--- src/rtl/ocg_pkg.sv ---
package ocg_pkg;
  // Width of a counter that must hold values 0..limit.
  function automatic int cnt_bits(input int limit);
    return (limit < 2) ? 1 : $clog2(limit + 1);
  endfunction
endpackage

--- src/rtl/ocg_rst_sync.sv ---
module ocg_rst_sync #(
  parameter int STAGES = 2
) (
  input  logic clk,
  input  logic rst_n,
  output logic rst_s_n
);
  logic [STAGES-1:0] chain_q;

  always_ff @(posedge clk or negedge rst_n) begin
    if (!rst_n) chain_q <= '0;
    else        chain_q <= {chain_q[STAGES-2:0], 1'b1};
  end

  assign rst_s_n = chain_q[STAGES-1];
endmodule

--- src/rtl/ocg_deglitch.sv ---
module ocg_deglitch #(
  parameter int LEN  = 4,
  parameter bit INIT = 1'b0
) (
  input  logic clk,
  input  logic rst_n,
  input  logic din,
  output logic dout
);
  import ocg_pkg::*;

  generate
    if (LEN <= 1) begin : g_direct
      logic out_q;
      always_ff @(posedge clk or negedge rst_n) begin
        if (!rst_n) out_q <= INIT;
        else        out_q <= din;
      end
      assign dout = out_q;
    end else begin : g_count
      localparam int CW = cnt_bits(LEN - 1);
      localparam logic [CW-1:0] LAST = CW'(LEN - 1);
      logic [CW-1:0] cnt_q, cnt_d;
      logic          out_q, out_d;

      always_comb begin
        cnt_d = cnt_q;
        out_d = out_q;
        if (din == out_q) begin
          cnt_d = '0;
        end else if (cnt_q == LAST) begin
          cnt_d = '0;
          out_d = din;
        end else begin
          cnt_d = cnt_q + 1'b1;
        end
      end

      always_ff @(posedge clk or negedge rst_n) begin
        if (!rst_n) begin
          cnt_q <= '0;
          out_q <= INIT;
        end else begin
          cnt_q <= cnt_d;
          out_q <= out_d;
        end
      end
      assign dout = out_q;
    end
  endgenerate

  // The output may only move towards a value the input held on the prior cycle.
  assert_filter_follows_input_R2: assert property (@(posedge clk) disable iff (!rst_n)
    (dout != $past(dout)) |-> ($past(din) == dout));
endmodule

--- src/rtl/ocg_trip_hold.sv ---
module ocg_trip_hold #(
  parameter int CLEAR_CYC = 20
) (
  input  logic clk,
  input  logic rst_n,
  input  logic trip_f,
  output logic held_o
);
  import ocg_pkg::*;

  localparam int TW = cnt_bits(CLEAR_CYC);
  localparam logic [TW-1:0] FULL = TW'(CLEAR_CYC);

  logic [TW-1:0] tmr_q, tmr_d;
  logic          tmr_en;
  logic          held_q, held_d;
  logic          at_full;

  assign at_full = (tmr_q == FULL);

  always_comb begin
    tmr_en = trip_f | ~at_full;
    tmr_d  = trip_f ? '0 : tmr_q + 1'b1;
    held_d = trip_f | (held_q & ~at_full);
  end

  always_ff @(posedge clk or negedge rst_n) begin
    if (!rst_n) begin
      tmr_q  <= FULL;
      held_q <= 1'b0;
    end else begin
      if (tmr_en) tmr_q <= tmr_d;
      held_q <= held_d;
    end
  end

  assign held_o = held_q;

  assert_timer_bounded_R7: assert property (@(posedge clk) disable iff (!rst_n)
    tmr_q <= FULL);
  assert_set_wins_R4: assert property (@(posedge clk) disable iff (!rst_n)
    trip_f |=> (held_q && tmr_q == '0));
  assert_release_after_full_R5: assert property (@(posedge clk) disable iff (!rst_n)
    $fell(held_q) |-> ($past(tmr_q) == FULL && !$past(trip_f)));
  assert_retrigger_zeroes_R6: assert property (@(posedge clk) disable iff (!rst_n)
    (held_q && trip_f) |=> (tmr_q == '0 && held_q));
endmodule

--- src/rtl/oc_fault_guard.sv ---
module oc_fault_guard #(
  parameter int TRIP_FILT_CYC = 46,
  parameter int EN_FILT_CYC   = 120,
  parameter int CLEAR_CYC     = 380000
) (
  input  logic clk,
  input  logic rst_n,
  input  logic oc_flag_i,
  input  logic uv_flag_i,
  input  logic en_i,
  output logic kill_o,
  output logic fault_n_o
);
  logic rst_s_n;
  logic trip_f, en_f, held;
  logic kill_q, kill_d, fault_n_q, fault_n_d;

  ocg_rst_sync #(.STAGES(2)) u_rst (
    .clk(clk), .rst_n(rst_n), .rst_s_n(rst_s_n)
  );

  ocg_deglitch #(.LEN(TRIP_FILT_CYC), .INIT(1'b0)) u_trip_filt (
    .clk(clk), .rst_n(rst_s_n), .din(oc_flag_i), .dout(trip_f)
  );

  ocg_deglitch #(.LEN(EN_FILT_CYC), .INIT(1'b0)) u_en_filt (
    .clk(clk), .rst_n(rst_s_n), .din(en_i), .dout(en_f)
  );

  ocg_trip_hold #(.CLEAR_CYC(CLEAR_CYC)) u_hold (
    .clk(clk), .rst_n(rst_s_n), .trip_f(trip_f), .held_o(held)
  );

  always_comb begin
    fault_n_d = ~(held | uv_flag_i);
    kill_d    = held | uv_flag_i | ~en_f;
  end

  always_ff @(posedge clk or negedge rst_s_n) begin
    if (!rst_s_n) begin
      kill_q    <= 1'b1;
      fault_n_q <= 1'b1;
    end else begin
      kill_q    <= kill_d;
      fault_n_q <= fault_n_d;
    end
  end

  assign kill_o    = kill_q;
  assign fault_n_o = fault_n_q;

  assert_latched_trip_outputs_R3: assert property (@(posedge clk) disable iff (!rst_s_n)
    held |=> (kill_o && !fault_n_o));
  assert_uv_fault_R8: assert property (@(posedge clk) disable iff (!rst_s_n)
    uv_flag_i |=> (!fault_n_o && kill_o));
  assert_enable_kill_R9: assert property (@(posedge clk) disable iff (!rst_s_n)
    !en_f |=> kill_o);
  assert_fault_implies_kill_R3: assert property (@(posedge clk) disable iff (!rst_s_n)
    !fault_n_o |-> kill_o);
endmodule

--- config.mk ---
export PLATFORM = sky130hd
export DESIGN_NAME = oc_fault_guard
export DESIGN_NICKNAME = d
export VERILOG_FILES = /design/src/rtl/ocg_pkg.sv /design/src/rtl/ocg_rst_sync.sv /design/src/rtl/ocg_deglitch.sv /design/src/rtl/ocg_trip_hold.sv /design/src/rtl/oc_fault_guard.sv
export SDC_FILE = /design/constraint.sdc
export NUM_CORES = 1
export LEC_CHECK = 0
export BUFFER_PORTS_ARGS = -buffer_cell sky130_fd_sc_hd__buf_2
export CELL_PAD_IN_SITES_DETAIL_PLACEMENT = 2
export CELL_PAD_IN_SITES_GLOBAL_PLACEMENT = 2
export CORE_ASPECT_RATIO = 0.5
export CORE_MARGIN = 2
export CORE_UTILIZATION = 43
export CTS_CLUSTER_DIAMETER = 80
export DETAILED_ROUTE_END_ITERATION = 10
export PLACE_DENSITY_LB_ADDON = 0.2
export SLEW_MARGIN = 20
export SYNTH_ARGS = -nofsm -noshare
export SYNTH_HDL_FRONTEND = slang
export SYNTH_SLANG_ARGS = --single-unit
--- constraint.sdc ---
create_clock -name clk -period 2.84 [get_ports clk]
set_clock_uncertainty 0.05 [all_clocks]
set_input_delay 0.284 -clock clk [delete_from_list [all_inputs] [get_ports clk]]
set_output_delay 0.284 -clock clk [all_outputs]
set_load 0.005 [all_outputs]
==> Yosys cells after proc, flatten, opt, wreduce, memory -nomap -nowiden <==
Cells that the tools add are included.
{ "word_totals": {"ff_bits": 39, "input_bits": 5, "out_inout_bits": 2, "wordCells": 34} }
{ "op_classes": {"addsub": 3, "n_eq_ne": 5, "mux": 5, "bitwise_logic": 10, "n_reduce_logical": 2} }
{ "ops": {"columns": ["cell", "n"], "rows": [
  ["$add A19 B1 Y19 const B", 1],
  ["$eq A19 B19 Y1 const B", 1],
  ["$mux W19", 1],
  ["$mux W7", 2],
  ["$mux W6", 2],
  ["$add A7 B1 Y7 const B", 1],
  ["$eq A7 B7 Y1 const B", 1],
  ["$add A6 B1 Y6 const B", 1],
  ["$eq A6 B6 Y1 const B", 1],
  ["$not A1 Y1", 5],
  ["$or A1 B1 Y1", 4],
  ["$reduce_and A2 Y1", 2],
  ["$eq A1 B1 Y1", 2],
  ["$and A1 B1 Y1", 1]
]} }

==> Depth between registers and ports, before layout <==
{ "depth": {"ltp_word": 4, "mapped_depth": 5, "ltp_nobuf": 5} }

==> By module <==
A second synthesis with hierarchy kept.
{ "hier_totals": {"cells_unflattened": 181, "area_unflattened_um2": 1895.6} }
{ "modules_own_cells": {"columns": ["module", "n_inst", "cells_each", "area_each_um2", "seq_area_each_um2"], "rows": [
  ["ocg_trip_hold", 1, 112, 1091.0, 510.5],
  ["ocg_deglitch at u_en_filt", 1, 33, 362.8, 200.2],
  ["ocg_deglitch at u_trip_filt", 1, 29, 322.8, 175.2],
  ["oc_fault_guard", 1, 4, 65.1, 52.6],
  ["ocg_rst_sync", 1, 3, 53.8, 50.0]
]} }

==> Worst setup path after synthesis <==
Ideal clock, no wire load.
{ "synth_path": {"kind": "flip-flop to flip-flop", "from": "reg u_hold.tmr_q[3]", "to": "reg u_hold.tmr_q[0]", "setup_time_ns": 0.125, "arrival_ns": 1.915, "setup_slack_ns": 0.750, "stages_incl_launch_ff": 5, "path_buffers": 0, "synth_period_minus_slack_ns": 2.090, "path_cell_list": "dfrtp_1 > or4_1 > or3_4 > nor4_4 > mux2_4"} }
{ "synth_via": {"elab_chain_len": 3} }
{ "synth_rtl": {"columns": ["element", "line_no", "source"], "rows": [
  ["from (decl)", "ocg_trip_hold.sv:14", "logic [TW-1:0] tmr_q, tmr_d;"],
  ["from (signal assigned)", "ocg_trip_hold.sv:32", "if (tmr_en) tmr_q <= tmr_d;"],
  ["$eq A19 B19 Y1", "ocg_trip_hold.sv:19", "assign at_full = (tmr_q == FULL);"],
  ["$not A1 Y1", "ocg_trip_hold.sv:22", "tmr_en = trip_f | ~at_full;"],
  ["$or A1 B1 Y1", "ocg_trip_hold.sv:22", null]
]} }
No other way between the ends.
A chain may end at the register's enable or synchronous reset.

==> Final worst setup path <==
Ends and elaborated chain as after synthesis.

==> flow_summary.yaml <==
status:
  status: "finished, final reports clean"
routing:
  vias_per_cell: 5.33
  routedWlPerCell_um: 16.9
  remaining_routing_drc_violations: 0
  drt_iter0_markers: 29
  wl_mm: 4.17
  drt_pre_antenna_iters: 4
  ant_nets: 0
  via_count: 1310
placement:
  preCtsSetupSlack_ns: 0.606
  gp_congestion: 0.821
  numPortBuffers: 6
  placed_cells: 237
  dp_hpwl_mm: 2.97
synth:
  synth_seq_area_share_pct: 53.2
  ys.warnings.count: 0
  main_flop_type_after_synthesis: "dfrtp_1"
  synth-edff-count: 0
  synth_fp_nets: 189
  synth_seq_cells: 39
  library_cells_used_by_synthesis: 32
  asyncSetResetFlopFracSynth_pct: 100
  netlist_instances: 179
  synth.cell_area_um2: 1860
  synth.avg_cell_area_um2: 10.4
clocking:
  ctsRootBufferMaster: "clkbuf_8"
  cts-root-to-sink-buffers: 2
  clock_tree_from_tritoncts: "built"
  numClockSinks: 39
  clk_latency_ns: 0.28
  h_tree_lvls: 2
  total_clock_buffers_created_by_cts: 5
  cts.clk_slew.worst_paths_ns: 0.07
layout:
  instances_no_fill: 246
  mostFrequentLayoutCells: "nor2_1, dfrtp_1, nand3_1"
  fraction_of_final_layout_cells_sized_beyond_drive_strength_1_pct: 18.2
  mostFrequentLayoutCell: "nor2_1"
  flow.area_growth_from_synthesis_pct: 11.0
  finalNetCount: 201
  num_antenna_cells: 0
die:
  die_width_um: 96.9
  die_height_um: 50.5
  start_util_pct: 46.1
  dieArea_um2: 4890
  core_area_um2: 4020
  io_pins: 7
  num_rows: 16
timing:
  max_clock_freq_mhz: 445
  final.period_utilization_pct: 79.2
  tightest_slew_ns: 0.896
  timing.final.hold_violations: 0
  rsz0062_at_grt: "false"
  final_max_slew_viol_count: 0
  tightest_slew_margin_relative_to_the_limit_pct: 40.3
  setup_violations: 0
  setup_tns_ns: 0
  fin_ws_ns: 0.592
  timing.final.crit_period_ns: 2.25
grt:
  gr-total-overflow: 0
  grt_max_degree: 38
  grt_pass1_wl_mm: 7.68
  grt_antenna_before_repair: 0
  grt_pass1_vias: 1561
  gr_usage_total_pct: 20.5
power_and_ir_drop:
  power_per_cell_area_nw_per_um2: 512
  fin_total_pwr_mw: 1.06
  power.ir.vdd_worst_mv: 0.217
  cellLeakagePower_nw: 0.874
critical_path:
  cp-end-kind: "flip-flop"
  timing.critical_path.arrival_ns: 2.37
  timing.critical_path.required_ns: 2.96
  setup.worst_path.class: "flip-flop to flip-flop"
  crit_fanout: 6
  cp-start-kind: "flip-flop"
flow_run:
  drv.max_cap_violation_count: 0
min_path:
  hold_path_class: "input pin to flip-flop"
-- layout make-up --
type / count / area (µm²)
multi-input combinational: 129 / 827
inverter: 8 / 30.0
sequential: 39 / 988
clock buffer: 8 / 100
timing repair buffer: 8 / 47.5
tap: 54 / 67.6
fill: 432 / 1960
-- state kept, by name, summed over array words and instances, names as in the netlist --
name	count
u_en_filt.dout	1
u_hold.held_o	1
u_trip_filt.g_count.cnt_q	6
kill_o	1
u_en_filt.g_count.cnt_q	7
u_trip_filt.dout	1
fault_n_o	1
u_rst.chain_q	2
u_hold.tmr_q	19
-- what timing repair did --
action | in CTS | in global routing
hold buffers | 1 | 0
setup buffers | 0 | 0
endpoints found under the hold margin | 2 | 0
resized for setup | 0 | 0
-- cell families (layout without fill, tap and decap cells) --
kind of cell | count (synthesis) | count (layout) | synth area share [%]
xor gates and xnor gates | 22 | 22 | 10.4
DFF | 39 | 39 | 53.2
buffers and inverters | 11 | 24 | 2.22
and+or+nand+nor | 88 | 88 | 24.1
AOI/OAI and AO/OA | 5 | 5 | 1.55
muxes | 8 | 8 | 4.99
other | 1 | 1 | 0.202
adders and majority gates | 5 | 5 | 3.37
-- per-stage QoR --
| stage | util (%) | hold WS [ns] | cell area [µm²] |
|---|---|---|---|
| after floorplan | - | -0.0616 | 1860 |
| after global placement | 48.5 | 0.0183 | 1950 |
| after detailed placement | 48.5 | 0.0202 | 1950 |
| after CTS | 51.2 | 0.0657 | 2060 |
| after global routing | 51.2 | 0.0610 | 2060 |
| final | 51.2 | 0.0709 | 2060 |
-- report_power, final --
group	switching [mW]	internal [mW]	total, mW
clock	0.180	0.222	0.402
combinational	0.0352	0.0251	0.0603
sequential	0.0222	0.572	0.594
total	0.238	0.818	1.06
-- critical path, cell delays in order (launching register included) --
cell	delay, ns
dfrtp_1	0.45
or4_1	0.53
or3_4	0.35
nor4_4	0.41
mux2_4	0.34
-- metal layers --
layer	wire length [µm]	vias to the layer above	track usage, %
met3	173	6	5.57
met2	2060	19	36.3
met5	0	-	0
met4	26	0	4.69
li1	-	611	-
met1	1910	674	25.5
-- final timing paths --
check | from | to | slack, ns | depth (start not counted)
worst min register to register | u_rst.chain_q[1] | u_hold.tmr_q[17] | 0.24 | 1
max in group asynchronous | u_rst.chain_q[1] | u_hold.tmr_q[10] | 2.15 | 1
min in group asynchronous | u_rst.chain_q[1] | u_hold.tmr_q[17] | 0.24 | 1
worst max register to register | u_hold.tmr_q[3] | u_hold.tmr_q[0] | 0.59 | 4
worst min-delay path | uv_flag_i | fault_n_o | 0.07 | 2
worst max-delay path | u_hold.tmr_q[3] | u_hold.tmr_q[0] | 0.59 | 4
-- cells in the mapped netlist (4+ instances only) --
library cell | n | area, µm²
nor2_1 | 36 | 135
dfrtp_1 | 29 | 726
nand3_1 | 14 | 70.1
xnor2_1 | 13 | 114
dfstp_2 | 10 | 263
nand2_1 | 9 | 33.8
xor2_1 | 9 | 78.8
inv_1 | 8 | 30.0
mux2_2 | 6 | 67.6
ha_1 | 5 | 62.6
nor2b_1 | 5 | 31.3
nand4_1 | 4 | 25.0
nor4_1 | 4 | 25.0
Power figures use the tool's default switching activity.
